File: src/rtl/ws_pkg.sv
package ws_pkg;

   // Position (lsb) of slot `pos` in a packed vector whose slot 0 is on top.
   function automatic int fld_lsb(input int pos, input int slots, input int width);
      return (slots - 1 - pos) * width;
   endfunction

   // True when n is a power of two and at least 2.
   function automatic bit pow2_ok(input int n);
      return (n >= 2) && ((n & (n - 1)) == 0);
   endfunction

endpackage

File: src/rtl/ws_src_swizzle.sv
module ws_src_swizzle #(
   parameter int LANES  = 4,
   parameter int LANE_W = 32,
   localparam int IDX_W = $clog2(LANES),
   localparam int VEC_W = LANES * LANE_W,
   localparam int SEL_W = LANES * IDX_W
) (
   input  logic [VEC_W-1:0] src_i,
   input  logic [SEL_W-1:0] sel_i,
   input  logic             neg_i,
   output logic [VEC_W-1:0] swz_o
);
   import ws_pkg::*;

   for (genvar o = 0; o < LANES; o++) begin : g_lane
      logic [IDX_W-1:0]  pick;
      logic [LANE_W-1:0] picked;

      assign pick = sel_i[fld_lsb(o, LANES, IDX_W) +: IDX_W];

      // Full LANES:1 mux per output lane.
      always_comb begin
         picked = '0;
         for (int k = 0; k < LANES; k++) begin
            if (pick == IDX_W'(k)) begin
               picked = src_i[fld_lsb(k, LANES, LANE_W) +: LANE_W];
            end
         end
      end

      // Sign flip touches only the top bit of the lane.
      assign swz_o[fld_lsb(o, LANES, LANE_W) +: LANE_W] =
         {picked[LANE_W-1] ^ neg_i, picked[LANE_W-2:0]};
   end

endmodule

File: src/rtl/ws_mask_merge.sv
module ws_mask_merge #(
   parameter int LANES  = 4,
   parameter int LANE_W = 32,
   localparam int VEC_W = LANES * LANE_W
) (
   input  logic             clk,
   input  logic             rst_n,
   input  logic             load_i,
   input  logic [LANES-1:0] mask_i,
   input  logic [VEC_W-1:0] res_i,
   input  logic [VEC_W-1:0] old_i,
   output logic [VEC_W-1:0] dst_o
);
   import ws_pkg::*;

   for (genvar o = 0; o < LANES; o++) begin : g_lane
      localparam int LSB = fld_lsb(o, LANES, LANE_W);
      // Highest mask bit belongs to the top lane.
      localparam int MBIT = LANES - 1 - o;

      logic [LANE_W-1:0] next_lane;
      logic [LANE_W-1:0] lane_q;

      assign next_lane = mask_i[MBIT] ? res_i[LSB +: LANE_W] : old_i[LSB +: LANE_W];

      always_ff @(posedge clk or negedge rst_n) begin
         if (!rst_n) begin
            lane_q <= '0;
         end else if (load_i) begin
            lane_q <= next_lane;
         end
      end

      assign dst_o[LSB +: LANE_W] = lane_q;
   end

endmodule

File: src/rtl/ws_operand_stage.sv
module ws_operand_stage #(
   parameter int LANES  = 4,
   parameter int LANE_W = 32,
   localparam int IDX_W = $clog2(LANES),
   localparam int VEC_W = LANES * LANE_W,
   localparam int SEL_W = LANES * IDX_W,
   localparam int N_SRC = 3
) (
   input  logic             clk,
   input  logic             rst_n,
   input  logic             valid_i,
   input  logic [VEC_W-1:0] src_a_i,
   input  logic [VEC_W-1:0] src_b_i,
   input  logic [VEC_W-1:0] src_c_i,
   input  logic [SEL_W-1:0] sel_a_i,
   input  logic [SEL_W-1:0] sel_b_i,
   input  logic [SEL_W-1:0] sel_c_i,
   input  logic             neg_a_i,
   input  logic             neg_b_i,
   input  logic             neg_c_i,
   input  logic [LANES-1:0] wmask_i,
   input  logic [VEC_W-1:0] result_i,
   input  logic [VEC_W-1:0] old_dst_i,
   output logic [VEC_W-1:0] swz_a_o,
   output logic [VEC_W-1:0] swz_b_o,
   output logic [VEC_W-1:0] swz_c_o,
   output logic [VEC_W-1:0] dst_o
);
   import ws_pkg::*;

   initial begin
      assert (pow2_ok(LANES))
         else $error("LANES must be a power of two >= 2");
      assert (LANE_W >= 2)
         else $error("LANE_W must be at least 2");
   end

   logic [VEC_W-1:0] src_v [N_SRC];
   logic [SEL_W-1:0] sel_v [N_SRC];
   logic             neg_v [N_SRC];
   logic [VEC_W-1:0] swz_v [N_SRC];

   assign src_v[0] = src_a_i;
   assign src_v[1] = src_b_i;
   assign src_v[2] = src_c_i;
   assign sel_v[0] = sel_a_i;
   assign sel_v[1] = sel_b_i;
   assign sel_v[2] = sel_c_i;
   assign neg_v[0] = neg_a_i;
   assign neg_v[1] = neg_b_i;
   assign neg_v[2] = neg_c_i;

   for (genvar s = 0; s < N_SRC; s++) begin : g_src
      ws_src_swizzle #(
         .LANES  (LANES),
         .LANE_W (LANE_W)
      ) u_swz (
         .src_i (src_v[s]),
         .sel_i (sel_v[s]),
         .neg_i (neg_v[s]),
         .swz_o (swz_v[s])
      );
   end

   assign swz_a_o = swz_v[0];
   assign swz_b_o = swz_v[1];
   assign swz_c_o = swz_v[2];

   ws_mask_merge #(
      .LANES  (LANES),
      .LANE_W (LANE_W)
   ) u_merge (
      .clk    (clk),
      .rst_n  (rst_n),
      .load_i (valid_i),
      .mask_i (wmask_i),
      .res_i  (result_i),
      .old_i  (old_dst_i),
      .dst_o  (dst_o)
   );

endmodule

File: config.mk
export PLATFORM = sky130hd
export DESIGN_NAME = ws_operand_stage
export DESIGN_NICKNAME = d
export VERILOG_FILES = /design/src/rtl/ws_pkg.sv /design/src/rtl/ws_src_swizzle.sv /design/src/rtl/ws_mask_merge.sv /design/src/rtl/ws_operand_stage.sv
export SDC_FILE = /design/constraint.sdc
export NUM_CORES = 1
export LEC_CHECK = 0
export BUFFER_PORTS_ARGS = -buffer_cell sky130_fd_sc_hd__buf_2
export CAP_MARGIN = 20
export CORE_AREA = 3 3 456 458
export DETAILED_ROUTE_END_ITERATION = 6
export DIE_AREA = 0 0 459 461
export PLACE_DENSITY = 0.3
export SLEW_MARGIN = 20
export SYNTH_ARGS = -nofsm -noshare
export SYNTH_HDL_FRONTEND = slang
export SYNTH_SLANG_ARGS = --single-unit
File: constraint.sdc
create_clock -name clk -period 0.9 [get_ports clk]
set_input_delay 0.09 -clock clk [delete_from_list [all_inputs] [get_ports clk]]
set_output_delay 0.09 -clock clk [all_outputs]
set_load 0.005 [all_outputs]
==> metrics.md <==
| Metric | Value |
|---|---|
| Outcome | complete, but fails checks |
| Failing checks | setup timing |
| Antenna-violating nets left | 0 |
| DRT Pass-1 Iters | 6 |
| Proportion of layout cells with a drive suffix above 1 | 0.723 |
| Cell leakage power | 13.3 nW |
| Sequential standard cell area | around 3200 um^2 |
| Via count | ~18000 |
| Die height | between 400 and 500 um |
| Bufs on Longest Clock Path | 2 |
| Endpoints failing setup | 512 |
| Die width | between 400 and 500 um |
| Post-synthesis net count | 1710 |
| Seq/Total Area, Yosys | 0.209 |
| Multi-input logic area | ~11000 um^2 |
| IO Count | roughly 1200 |
| HP Class | primary input to flop |
| Top reg by flops | u_merge.g_lane.lane_q |
| RSZ-0062 raised after global routing | yes |
| Largest regs | u_merge.g_lane.lane_q (128) |
| Setup TNS | -127410 ps |
| Overall routing resource usage | 0.113 |
| Post-Syn Instances | slightly above 1000 |
| Port Buffer Count | about 1200 |
| Final worst path period share | 1.47 |
| TritonCTS sink count | between 100 and 150 |
| Critical Path RT | approximately 810 ps |
| Yosys top cell area share | 0.565 |
| Top cell type by total area after synthesis | mux4_2 |
| WP data arrival | 1230 ps |
| Flop and latch count out of synthesis | 128 |
| Final min period | 1320 ps |
| Largest net degree at the start of global routing | 35 |
| Slew HR | 0.721 |
| Crit. End Element | output port |
| Gr ovfl total | 0 |
| Layout area overhead | 106% |
| Nets@finish | around 3200 |
| CTS tree | built |
| Synth area leaders | mux4_2, dfrtp_1, mux2i_1 |
| Final Hold Vio Count | 0 |
| DRC Markers | 0 |
| FMAX | between 700 and 800 MHz |
| Starting density of the core | 0.0749 |
| Vias in the first global route | between 15000 and 20000 |
| Clock transition at path regs | around 60 ps |
| Initial antenna violation count | 67 |
| Final slew viol count | 0 |
| Drt first-iter violations | ~1200 |
| Site row count | roughly 170 |
| Met2 routed WL | about 64000 um |
| Clock insertion delay at the later pin of the skew report | about 440 ps |
| Mean Syn Cell Area | around 15 um^2 |
| Filler instances | between 20000 and 25000 |
| Placer Congestion | approximately 0.93 |
| Die footprint | roughly 210000 um^2 |
| CTS Root Cell | clkbuf_16 |
| DR WL met3 | approximately 13000 um |
| Total core area | just over 200000 um^2 |
| CP max FO | 5 |
| Worst slew pin tran | around 400 ps |
| R2R Setup Slk | about 20 ps |
| Syn Std Cell Area | about 15000 um^2 |
| Max reg flops | ~130 |
| Uppermost layer routed | met5 |
| Syn. warnings | 0 |
| PwrDens | about 980 nW/um^2 |
| Crit path launch type | primary input |
| Routed length per placed instance | 23.9 um |
| Vias/cell | between 3 and 4 |
| Final worst-path setup slack | -421 ps |
| Max cap viols | 0 |
| Layout Skew | 0 ps |
| M1 wire length | 46300 um |
| H-tree Lvls | 4 |
| HPWL Detailed | 104000 um |
| First-pass GRT wire length | ~170000 um |
| Crit Path Category | primary input to output port |
| DRT Wirelength | 127000 um |
| Synth unique cells | 11 |
| Number of buffers created by CTS | 17 |
| Utilization after layout | 0.154 |
| VDD IR max | around 1.2 mV |
power breakdown:
part	internal (mW)	total (mW)	switching, mW
clock	4.67	7.50	2.83
combinational	9.16	16.5	7.37
sequential	6.37	6.79	0.418
layout by cell type (no fill, tap or decap):
| cell | n |
|---|---|
| clkinv_4 | 2 |
| xor2_1 | 8 |
| clkbuf_8 | 1 |
| dlymetal6s4s_1 | 1 |
| nor2_1 | 128 |
| dlygate4sd3_1 | 194 |
| a21oi_1 | 128 |
| buf_12 | 87 |
| dfrtp_1 | 126 |
| bufinv_16 | 4 |
| mux2i_1 | 128 |
| buf_6 | 236 |
| clkbuf_1 | 2 |
| buf_16 | 26 |
| clkbuf_16 | 17 |
| mux4_2 | 384 |
| dfrtp_2 | 2 |
| diode_2 | 24 |
| xor2_2 | 4 |
| clkinvlp_4 | 2 |
| clkinv_2 | 2 |
| buf_4 | 107 |
| buf_8 | 20 |
| buf_2 | 975 |
metal layers:
layer  vias up  GRT usage
li1       7560          -
met1      9238      0.128
met2      1214      0.199
met3       196     0.0410
met4        34     0.0338
met5         -          0
path summary, 6_finish.rpt:
check                                                   from                           end  cells after the start
worst max register to register  u_merge.g_lane[1].lane_q[11]  u_merge.g_lane[1].lane_q[11]                      4
max in group asynchronous                              rst_n  u_merge.g_lane[1].lane_q[25]                      3
worst min register to register  u_merge.g_lane[2].lane_q[19]  u_merge.g_lane[2].lane_q[19]                      2
worst min-delay path                                 valid_i  u_merge.g_lane[0].lane_q[20]                      2
min in group asynchronous                              rst_n   u_merge.g_lane[2].lane_q[6]                      2
worst max-delay path                              sel_a_i[2]                   swz_a_o[56]                      5
cell usage after synthesis, drive strengths merged:
master and instances:
buf 117, xor2 12, dfrtp 128, clkbuf 11, mux2i 128, nor2 128, a21oi 128, mux4 384
timing repair:
action / CTS / global route
setup buffers: 41 / 29
gates cloned: 28 / 0
hold buffers: 195 / 0
endpoints found under the setup margin: 512 / 513
resized for setup: 379 / 96
endpoints found under the hold margin: 245 / 0
pin swaps: 11 / 1
critical path: stages:
cell and delay, ps:
buf_16 140, buf_12 170, buf_6 100, mux4_2 560, buf_6 160
layout make-up:
type / instances / area share
well taps: 2688 / 0.107
flip-flops and latches: 128 / 0.102
multi-input cells: 780 / 0.355
clock inverters: 10 / 0.00517
repair buffers: 1646 / 0.415
diodes: 24 / 0.00191
clock buffers: 20 / 0.0142
cell families after synthesis:
kind of cell,count (synthesis),synth area share
mux,512,0.648
compound gates,128,0.0418
flops,128,0.209
simple gates,128,0.0314
buf+inv,128,0.0623
xor+xnor,12,0.00686
through the flow:
| stage | std cells | worst slack [ps] | area, um^2 | hold slack [ps] | power [mW] |
|---|---|---|---|---|---|
| 2_1_floorplan | 1036 | -54.5 | 15600 | -206 | 12.4 |
| 6_report | 5296 | -421 | 31500 | 19.0 | 30.8 |
| 4_1_cts | 5260 | -453 | 31100 | 0.0446 | 30.9 |
| 3_3_place_gp | 4966 | -520 | 25800 | 9.38 | 20.5 |
| 3_5_place_dp | 4966 | -525 | 25800 | 13.3 | 20.3 |
| 5_1_grt | 5284 | -417 | 31400 | 27.6 | 32.4 |
Note: power is estimated with default switching activity, not from simulation.
